$ cat src/rtl/fdma_pkg.sv
package fdma_pkg;
  // lane code: 0 = one lane, 1 = two lanes, 2 = four lanes
  typedef enum logic [2:0] {PH_IDLE, PH_CMD, PH_ADDR, PH_DUMMY, PH_DATA} phase_e;

  typedef struct packed {
    logic [7:0] opcode;
    logic [1:0] alane;
    logic [1:0] dlane;
    logic       wide_addr;
    logic       dummy;
  } frame_cfg_t;
endpackage

$ cat src/rtl/fdma_frame_seq.sv
module fdma_frame_seq
  import fdma_pkg::*;
#(
  parameter int LW = 32
) (
  input  logic          clk,
  input  logic          rst,
  input  logic          go,
  input  frame_cfg_t    cfg,
  input  logic [31:0]   src,
  input  logic [LW-1:0] nbytes,
  input  logic          hold,
  input  logic [3:0]    io_in,
  output logic          sclk,
  output logic          cs_n,
  output logic [3:0]    io_out,
  output logic [3:0]    io_oe,
  output logic          byte_vld,
  output logic [7:0]    byte_dat
);
  localparam int CKW = 6;

  phase_e         st;
  frame_cfg_t     c;
  logic [31:0]    tx;
  logic [31:0]    srcq;
  logic [CKW-1:0] clk_left;
  logic [7:0]     rx, rx_nx;
  logic [LW-1:0]  bytes_left;
  logic [1:0]     lsh;

  always_comb begin
    case (st)
      PH_ADDR: lsh = c.alane;
      PH_DATA: lsh = c.dlane;
      default: lsh = 2'd0;
    endcase
  end

  always_comb begin
    case (lsh)
      2'd0:    io_out = {3'b000, tx[31]};
      2'd1:    io_out = {2'b00, tx[31:30]};
      default: io_out = tx[31:28];
    endcase
    case (st)
      PH_CMD:  io_oe = 4'b0001;
      PH_ADDR: io_oe = (c.alane == 2'd0) ? 4'b0001 : (c.alane == 2'd1) ? 4'b0011 : 4'b1111;
      default: io_oe = 4'b0000;
    endcase
    case (c.dlane)
      2'd0:    rx_nx = {rx[6:0], io_in[1]};
      2'd1:    rx_nx = {rx[5:0], io_in[1:0]};
      default: rx_nx = {rx[3:0], io_in[3:0]};
    endcase
  end

  always_ff @(posedge clk) begin
    if (rst) begin
      st         <= PH_IDLE;
      c          <= '0;
      tx         <= '0;
      srcq       <= '0;
      clk_left   <= '0;
      rx         <= '0;
      bytes_left <= '0;
      sclk       <= 1'b0;
      cs_n       <= 1'b1;
      byte_vld   <= 1'b0;
      byte_dat   <= '0;
    end else begin
      byte_vld <= 1'b0;
      if (st == PH_IDLE) begin
        if (go) begin
          c          <= cfg;
          srcq       <= src;
          tx         <= {cfg.opcode, 24'h0};
          clk_left   <= CKW'(8);
          bytes_left <= nbytes;
          cs_n       <= 1'b0;
          st         <= PH_CMD;
        end
      end else if (!sclk) begin
        if (!hold) sclk <= 1'b1;
      end else begin
        sclk     <= 1'b0;
        tx       <= tx << (6'd1 << lsh);
        clk_left <= clk_left - 1'b1;
        if (st == PH_DATA) rx <= rx_nx;
        if (clk_left == CKW'(1)) begin
          case (st)
            PH_CMD: begin
              st       <= PH_ADDR;
              tx       <= c.wide_addr ? srcq : {srcq[23:0], 8'h00};
              clk_left <= (c.wide_addr ? CKW'(32) : CKW'(24)) >> c.alane;
            end
            PH_ADDR: begin
              st       <= c.dummy ? PH_DUMMY : PH_DATA;
              clk_left <= c.dummy ? CKW'(8) : (CKW'(8) >> c.dlane);
            end
            PH_DUMMY: begin
              st       <= PH_DATA;
              clk_left <= CKW'(8) >> c.dlane;
            end
            default: begin
              byte_vld   <= 1'b1;
              byte_dat   <= rx_nx;
              bytes_left <= bytes_left - 1'b1;
              clk_left   <= CKW'(8) >> c.dlane;
              if (bytes_left == LW'(1)) begin
                st   <= PH_IDLE;
                cs_n <= 1'b1;
              end
            end
          endcase
        end
      end
    end
  end

  AST_SCLK_IDLE: assert property (@(posedge clk) disable iff (rst)
    cs_n |-> !sclk);
  AST_STALL_HOLD: assert property (@(posedge clk) disable iff (rst)
    (hold && !sclk && !cs_n) |=> !sclk);
endmodule

$ cat src/rtl/fdma_beat_pack.sv
module fdma_beat_pack #(
  parameter int DW = 128,
  parameter int AW = 32
) (
  input  logic          clk,
  input  logic          rst,
  input  logic          start,
  input  logic [AW-1:0] base,
  input  logic          byte_vld,
  input  logic [7:0]    byte_dat,
  input  logic          mem_ready,
  output logic          mem_valid,
  output logic [AW-1:0] mem_addr,
  output logic [DW-1:0] mem_data,
  output logic          beat_take
);
  localparam int BEATB = DW / 8;
  localparam int IDXW  = $clog2(BEATB);

  logic [DW-1:0]   acc, acc_nx;
  logic [IDXW-1:0] idx;
  logic [AW-1:0]   ptr;

  assign beat_take = mem_valid && mem_ready;

  always_comb begin
    acc_nx = acc;
    acc_nx[idx*8 +: 8] = byte_dat;
  end

  always_ff @(posedge clk) begin
    if (rst) begin
      acc       <= '0;
      idx       <= '0;
      ptr       <= '0;
      mem_valid <= 1'b0;
      mem_addr  <= '0;
      mem_data  <= '0;
    end else begin
      if (beat_take) mem_valid <= 1'b0;
      if (start) begin
        idx <= '0;
        ptr <= base;
      end else if (byte_vld) begin
        acc <= acc_nx;
        idx <= idx + 1'b1;
        if (idx == IDXW'(BEATB - 1)) begin
          mem_data  <= acc_nx;
          mem_addr  <= ptr;
          mem_valid <= 1'b1;
          ptr       <= ptr + AW'(BEATB);
        end
      end
    end
  end

  AST_NO_OVERRUN: assert property (@(posedge clk) disable iff (rst)
    (byte_vld && idx == IDXW'(BEATB - 1)) |-> (!mem_valid || mem_ready));
  AST_VALID_STABLE: assert property (@(posedge clk) disable iff (rst)
    (mem_valid && !mem_ready) |=> (mem_valid && $stable(mem_data) && $stable(mem_addr)));
endmodule

$ cat src/rtl/fdma_reader.sv
module fdma_reader
  import fdma_pkg::*;
#(
  parameter int AW = 32,
  parameter int DW = 128
) (
  input  logic          clk,
  input  logic          rst,
  input  logic          reg_we,
  input  logic [3:0]    reg_addr,
  input  logic [31:0]   reg_wdata,
  output logic [31:0]   reg_rdata,
  output logic          irq,
  output logic          flash_sclk,
  output logic          flash_cs_n,
  output logic [3:0]    flash_io_out,
  output logic [3:0]    flash_io_oe,
  input  logic [3:0]    flash_io_in,
  input  logic          mem_ready,
  output logic          mem_valid,
  output logic [AW-1:0] mem_addr,
  output logic [DW-1:0] mem_data
);
  localparam int OFS = $clog2(DW / 8);

  logic [31:0]     src_q;
  logic [AW-1:0]   dst_lo, dst_hi, xfer_len;
  logic [4:0]      bus_q;
  logic            fast_q, busy, done_q, go_q, beat_take;
  logic [7:0]      opc_dual, opc_quad;
  logic [AW-OFS-1:0] beats_left;
  logic            use_quad, use_dual, byte_vld;
  logic [7:0]      byte_dat;
  frame_cfg_t      fcfg;

  assign xfer_len = dst_hi - dst_lo;
  assign use_quad = bus_q[2];
  assign use_dual = bus_q[0] && !use_quad;
  assign irq      = done_q;

  always_comb begin
    fcfg.opcode    = use_quad ? opc_quad : use_dual ? opc_dual : fast_q ? 8'h0B : 8'h03;
    fcfg.dlane     = use_quad ? 2'd2 : use_dual ? 2'd1 : 2'd0;
    fcfg.alane     = (use_quad && bus_q[3]) ? 2'd2 : (use_dual && bus_q[1]) ? 2'd1 : 2'd0;
    fcfg.wide_addr = bus_q[4];
    fcfg.dummy     = use_quad || use_dual || fast_q;
  end

  always_ff @(posedge clk) begin
    if (rst) begin
      src_q <= '0; dst_lo <= '0; dst_hi <= '0; bus_q <= '0; fast_q <= 1'b0;
      opc_dual <= '0; opc_quad <= '0; busy <= 1'b0; done_q <= 1'b0;
      go_q <= 1'b0; beats_left <= '0; reg_rdata <= '0;
    end else begin
      go_q <= 1'b0;
      if (reg_we && reg_addr == 4'd8 && reg_wdata[7]) done_q <= 1'b0;
      if (reg_we && !busy) begin
        case (reg_addr)
          4'd0: if (reg_wdata[0]) begin
            if (xfer_len == '0) done_q <= 1'b1;
            else begin
              busy       <= 1'b1;
              go_q       <= 1'b1;
              beats_left <= xfer_len[AW-1:OFS];
            end
          end
          4'd1: src_q    <= reg_wdata;
          4'd2: dst_lo   <= AW'(reg_wdata);
          4'd3: dst_hi   <= AW'(reg_wdata);
          4'd4: bus_q    <= reg_wdata[4:0];
          4'd5: fast_q   <= reg_wdata[0];
          4'd6: opc_dual <= reg_wdata[7:0];
          4'd7: opc_quad <= reg_wdata[7:0];
          default: ;
        endcase
      end
      if (busy && beat_take) begin
        beats_left <= beats_left - 1'b1;
        if (beats_left == (AW-OFS)'(1)) begin
          busy   <= 1'b0;
          done_q <= 1'b1;
        end
      end
      case (reg_addr)
        4'd0: reg_rdata <= {31'h0, busy};
        4'd1: reg_rdata <= src_q;
        4'd2: reg_rdata <= 32'(dst_lo);
        4'd3: reg_rdata <= 32'(dst_hi);
        4'd4: reg_rdata <= {27'h0, bus_q};
        4'd5: reg_rdata <= {31'h0, fast_q};
        4'd6: reg_rdata <= {24'h0, opc_dual};
        4'd7: reg_rdata <= {24'h0, opc_quad};
        4'd8: reg_rdata <= {24'h0, done_q, 7'h0};
        default: reg_rdata <= '0;
      endcase
    end
  end

  fdma_frame_seq #(.LW(AW)) u_seq (
    .clk(clk), .rst(rst), .go(go_q), .cfg(fcfg), .src(src_q), .nbytes(xfer_len),
    .hold(mem_valid && !mem_ready), .io_in(flash_io_in), .sclk(flash_sclk),
    .cs_n(flash_cs_n), .io_out(flash_io_out), .io_oe(flash_io_oe),
    .byte_vld(byte_vld), .byte_dat(byte_dat)
  );

  fdma_beat_pack #(.DW(DW), .AW(AW)) u_pack (
    .clk(clk), .rst(rst), .start(go_q), .base(dst_lo), .byte_vld(byte_vld),
    .byte_dat(byte_dat), .mem_ready(mem_ready), .mem_valid(mem_valid),
    .mem_addr(mem_addr), .mem_data(mem_data), .beat_take(beat_take)
  );

  AST_START_HELD: assert property (@(posedge clk) disable iff (rst)
    (busy && !beat_take) |=> busy);
  AST_DONE_AFTER: assert property (@(posedge clk) disable iff (rst)
    $fell(busy) |-> done_q);
  AST_CS_IDLE: assert property (@(posedge clk) disable iff (rst)
    !busy |-> flash_cs_n);
  AST_CFG_FROZEN: assert property (@(posedge clk) disable iff (rst)
    busy |=> ($stable(bus_q) && $stable(src_q) && $stable(dst_lo)));
endmodule

$ cat config.mk
export PLATFORM = sky130hd
export DESIGN_NAME = fdma_reader
export DESIGN_NICKNAME = d
export VERILOG_FILES = /design/src/rtl/fdma_pkg.sv /design/src/rtl/fdma_frame_seq.sv /design/src/rtl/fdma_beat_pack.sv /design/src/rtl/fdma_reader.sv
export SDC_FILE = /design/constraint.sdc
export NUM_CORES = 2
export LEC_CHECK = 0
export ABC_CLOCK_PERIOD_IN_PS = 7200
export BUFFER_PORTS_ARGS = -buffer_cell sky130_fd_sc_hd__buf_4
export CORE_MARGIN = 4
export CORE_UTILIZATION = 55
export DETAILED_ROUTE_END_ITERATION = 10
export GPL_TIMING_DRIVEN = 0
export PLACE_DENSITY = 0.82
export SYNTH_ARGS = -nofsm -noshare
export SYNTH_HDL_FRONTEND = slang
export SYNTH_HIERARCHICAL = 1
export SYNTH_SLANG_ARGS = --single-unit
$ cat constraint.sdc
create_clock -name clk -period 7.2 [get_ports clk]
set_input_delay 1.44 -clock clk [delete_from_list [all_inputs] [get_ports clk]]
set_output_delay 1.44 -clock clk [all_outputs]
set_load 0.01 [all_outputs]
[After elaboration in Yosys (flattened, before gate mapping)]
Cells that the tools add are included.
Operators by class
  $add $sub $neg: 7
  multiply operators: 0
  div/mod/pow operators: 0
  magnitude comparators: 0
  eq/ne operators: 22
  shift-type cells: 6
  mux-type cells: 75
  bitwise gates (word level): 8
  reduce and logical (&&, ||, !) cells: 51
Operators by type and width (number)
  2-to-1 mux 32 bit: 14
  one-hot mux 32 bit (9 select lines): 1
  2-to-1 mux 28 bit: 5
  bitwise mux 128 bit: 1
  variable shift 8 x 34 -> 128 bit (first input constant): 1
  indexed part select 8 x 34 -> 128 bit: 1
  2-to-1 mux 6 bit: 6
  negator 7 -> 34 bit: 1
  adder 32 x 5 -> 32 bit (second input constant): 1
  equality test 32 x 1 -> 1 bit (second input constant): 1
  zero test 32 bit: 1
  << shifter 32 x 6 -> 32 bit: 1
  subtractor 32 x 1 -> 32 bit (second input constant): 1
  subtractor 32 bit: 1
  2-to-1 mux 1 bit: 29
  equality test 28 x 1 -> 1 bit (second input constant): 1
  subtractor 28 x 1 -> 28 bit (second input constant): 1
  AND reduction 2 bit: 11
  2-to-1 mux 3 bit: 6
  equality test 4 x 3 -> 1 bit (second input constant): 4
  2-to-1 mux 8 bit: 2
  one-hot mux 4 bit (2 select lines): 2
  one-hot mux 8 bit (2 select lines): 1
  AND reduction 4 bit: 4
  34 further kinds: 72
Storage, ports and cells
  register bits after elaboration: 635
  latch bits: 0
  bits in writable memories: 0
  memory bits (read-only): 0
  bits of input ports: 44
  output and inout bits: 204
  word-level logic and storage cells: 201
  memories: 0

[Depth between registers and ports, before layout]
  depth after elaboration: 10
  mapped depth: 16
  gate-level depth less buffers: 14

[Modules after synthesis]
The synthesis kept the hierarchy.
By module, submodules not included
  fdma_beat_pack: times used 1, cells each 1555, area each 13874.6 sq um, sequential area each 6506.2 sq um
  fdma_reader: times used 1, cells each 1334, area each 9994.6 sq um, sequential area each 3623.5 sq um
  fdma_frame_seq: times used 1, cells each 964, area each 7450.9 sq um, sequential area each 2582.5 sq um

[Least setup slack after synthesis]
OpenSTA, ideal clock, no wires.
  kind: register -> register
  from: register dst_lo[0]
  to: register beats_left[12]
  setup time: 0.122 ns
  arrival: 3.737 ns
  data required time: 7.078 ns
  slack: 3.341 ns
  cell stages (with the launch flop): 15
  path buffers: 1
  period minus slack after synthesis: 3.859 ns
  path through: dfxtp_1 ha_1 inv_1 fa_1 a21o_1 a221o_1 a221oi_2 nor3_1 or3_1 a2111oi_2 nand4_1 or3_1 buf_2 and2_4 o311a_1
On the way
  longest elaborated chain between the ends: 6
  elaborated cells on any way between the ends: 9
  those cells by class: add/sub: 1; eq/ne: 1; mux: 5; reduce/logical: 2
RTL lines
  start, declared: line fdma_reader.sv:27  | logic [AW-1:0] dst_lo, dst_hi, xfer_len;
  start signal, assigned: line fdma_reader.sv:68  | 4'd2: dst_lo <= AW'(reg_wdata);
  subtractor 32 bit *: line fdma_reader.sv:36  | assign xfer_len = dst_hi - dst_lo;
  branches (longest 5 deep; another with zero test 32 bit)
  end signal, assigned: line fdma_reader.sv:64  | beats_left <= xfer_len[AW-1:OFS];
  end signal, assigned: line fdma_reader.sv:78  | beats_left <= beats_left - 1'b1;
  end, declared: line fdma_reader.sv:31  | logic [AW-OFS-1:0] beats_left;
Every way passes the cells marked *. The select of a mux whose other input is x is not followed.
A chain may end at the register's enable or synchronous reset.

[Worst setup path after layout]
  from: register dst_lo[1]
  to: register beats_left[16]
On the way
  elaborated cells on any way between the ends: 9
  those cells by class: add/sub: 1; eq/ne: 1; mux: 5; reduce/logical: 2
RTL lines
  subtractor 32 bit: line fdma_reader.sv:36
  named net xfer_len[26]: line fdma_reader.sv:27
  zero test 32 bit: line fdma_reader.sv:60  | if (xfer_len == '0) done_q <= 1'b1;
  != test 2 x 1 -> 1 bit (no line)
  AND reduction 4 bit (no line)
The timed path passes the listed nets, and every way through them passes these cells. The select of a mux whose other input is x is not followed.

==> metrics.txt <==
outcome=finished with violations; failing checks=max-capacitance violations, max-slew violations; startpoint types=register; vias in the first global route=~30000; sequential area share after synthesis=0.406; CTS sink count=between 600 and 700; number of remaining DRC errors=0; dpl hpwl=87400 µm; PostCTS Resize Cnt=0; number of placed I/O pins=about 250; async set or reset register ratio after synthesis=0; total number of nets in the final design=about 4300; total CTS buffers=a little under 70; count of pins over their slew limit=1; data arrival time of the critical path=6.28 ns; top-count cell post-synth=sky130_fd_sc_hd__dfxtp_1; type of the tightest min-delay check=register to register; global-route usage over all layers=0.368; core region area=about 56000 µm²; first-pass GRT wire length=about 180000 µm; Buffers on Ports=244; most common flop cell mapped by yosys=sky130_fd_sc_hd__dfxtp_1; maximum clock path buffer count=3; CTS Hold Bufs=0; net count after synthesis=3943; area growth from synthesis to final layout=16.8%; Critical Path RT=around 7.7 ns; maximum capacitance violations=1; clock transition at the registers of the reported paths=0.06 ns; highest ir drop seen on vdd=179 µV; total wirelength of the detailed-routed design=about 120000 µm; Cell variety after synth=roughly 110; post-route clock skew=around 0.023 ns; final estimated routing congestion in global placement=between 1 and 1.5; biggest area contributors in the synthesized netlist=sky130_fd_sc_hd__dfxtp_1, sky130_fd_sc_hd__nand2_1, sky130_fd_sc_hd__a21oi_1; largest net degree at the start of global routing=16; number of buffers inserted by post-CTS setup repair=0; Max Fanout on Critical Path=10; CTS HTree Levels=3; Die H=between 200 and 250 µm; Die X-Extent=247 µm; LEAKAGE=about 13 nW; initial drt markers=approximately 4300; global-route congestion overflow total=0; Max-slew headroom=-0.00600; Via Count=between 30000 and 40000; TritonCTS clock tree=yes; synthesis warning total=6; via density per instance=6.50; area share of the largest cell type after synthesis=0.406; RSZ-0062 raised after global routing=no; count of standard-cell rows=87; Worst Path Class, Setup=register to register; fraction of layout instances using a drive strength above 1=0.130; number of storage elements in the synthesis netlist=~640; clock latency on the worst-skew pair=0.63 ns; full die area=~61000 µm²; length of the first detailed-routing pass in iterations=7; overall power of the completed layout=roughly 7.9 mW; total negative slack for setup checks=0 ns; maximum operating frequency=approximately 170 MHz; final period demand of the worst path=5.74 ns; Wirelength per Cell=around 23 µm; cell accounting for the most synthesized area=sky130_fd_sc_hd__dfxtp_1; count of flip-flops with a built-in enable after synthesis=0; Initial Utilization=0.555; period utilization=0.797; Syn Area/Cell=a little over 8 µm²; root buffer cell=sky130_fd_sc_hd__clkbuf_16; final antenna-violating net count=0; total power divided by cell area=between 200 and 250 nW/µm²; number of antenna violations at the first check in global routing=4; Setup crit end kind=register; cell area after synthesis=between 30000 and 40000 µm²; number of hold-slack violations in the final timing report=0; transition time at the pin with the least slew margin=between 1 and 1.5 ns; leading post-synthesis cells by instance count=sky130_fd_sc_hd__dfxtp_1, sky130_fd_sc_hd__nand2_1, sky130_fd_sc_hd__a21oi_1, sky130_fd_sc_hd__nor2_1, sky130_fd_sc_hd__clkbuf_1; Setup Viol. Count Final=0; Cells after Synth=3853
[power breakdown]
group | leakage, nW | switching [mW] | internal (mW) | total, mW
logic | 6.98 | 0.379 | 0.166 | 0.545
registers | 5.12 | 0.0209 | 3.53 | 3.55
clock network | 1.19 | 1.56 | 2.24 | 3.81
total | 13.3 | 1.96 | 5.94 | 7.90
[area by class of cell]
type / instances / area, µm²
Multi-Input combinational cell: 2819 / 17100
Fill cell: 4779 / 19800
Buffer: 306 / 1190
Timing Repair Buffer: 245 / 1840
Sequential cell: 635 / 12700
Tap cell: 756 / 946
Antenna cell: 2 / 5.00
Clock buffer: 87 / 1960
Clock inverter: 40 / 512
Inverter: 93 / 349
[per-stage QoR]
step,cells,util,setup slack [ns],hold slack (ns),cell area (µm²)
2_1_floorplan,3853,-,3.34,0.431,31300
3_3_place_gp,4853,0.605,1.78,0.441,34100
3_5_place_dp,4854,0.605,1.83,0.447,34100
4_1_cts,4981,0.649,1.83,0.443,36600
5_1_grt,4981,0.649,1.49,0.469,36600
6_report,4983,0.649,1.46,0.440,36600
[worst paths after layout]
check	startpoint	slack [ns]	cells after the start	end
worst max-delay path	dst_lo[1]	1.46	14	beats_left[16]
worst min-delay path	u_pack/ptr[2]	0.44	2	u_pack/mem_addr[2]
worst min register to register	u_pack/ptr[2]	0.44	2	u_pack/mem_addr[2]
worst max register to register	dst_lo[1]	1.46	14	beats_left[16]
[worst max-delay path, stage by stage (launching register included)]
cell	delay (ns)
sky130_fd_sc_hd__dfxtp_1	0.63
sky130_fd_sc_hd__inv_1	0.17
sky130_fd_sc_hd__fa_1	0.49
sky130_fd_sc_hd__a21o_1	0.22
sky130_fd_sc_hd__a221o_1	0.44
sky130_fd_sc_hd__a211o_1	0.38
sky130_fd_sc_hd__or2_2	0.31
sky130_fd_sc_hd__a311oi_1	1.23
sky130_fd_sc_hd__a2111oi_0	0.33
sky130_fd_sc_hd__nand4_1	0.35
sky130_fd_sc_hd__or3_1	0.14
sky130_fd_sc_hd__buf_2	0.18
sky130_fd_sc_hd__clkbuf_1	0.43
sky130_fd_sc_hd__nand2_1	0.18
sky130_fd_sc_hd__o22ai_1	0.17
[layer usage]
metal,global-route usage,vias to the layer above,routed length [µm]
met5,0,-,22
met4,0.208,4,7840
met3,0.0808,484,13300
met2,0.569,2208,50900
met1,0.476,15100,44800
li1,-,14600,-
[flip-flops by register name, indices dropped and copies added, names as in the netlist, 6 cells and up]
| name | cells |
|---|---|
| u_seq/byte_dat | 8 |
| u_pack/acc | 128 |
| u_pack/mem_data | 128 |
| u_seq/bytes_left | 32 |
| u_pack/mem_addr | 32 |
| u_seq/rx | 7 |
| dst_hi | 32 |
| u_seq/srcq | 32 |
| dst_lo | 32 |
| u_seq/c | 6 |
| reg_rdata | 32 |
| u_pack/ptr | 32 |
| opc_quad | 8 |
| beats_left | 28 |
| src_q | 32 |
| u_seq/tx | 32 |
| opc_dual | 8 |
| u_seq/clk_left | 6 |
[cell families after synthesis]
| group | count (synthesis) | share of synthesized area |
|---|---|---|
| buffers and inverters | 399 | 0.0492 |
| adders and majority gates | 46 | 0.0186 |
| AOI/OAI and AO/OA | 1049 | 0.229 |
| DFF | 635 | 0.406 |
| muxes | 208 | 0.0683 |
| and+or+nand+nor | 1482 | 0.220 |
| xor gates and xnor gates | 34 | 0.00951 |
[cell usage in the layout (no fill, tap or decap), drive strengths merged, types with 101 or more instances in the layout]
cell type and count:
dfxtp 635, nand2 633, a21oi 382, clkbuf 343
nor2 339, buf 295, mux2i 162, o21ai 128
nand3 103, nor3 101
Note: power is estimated with default switching activity, not from simulation.
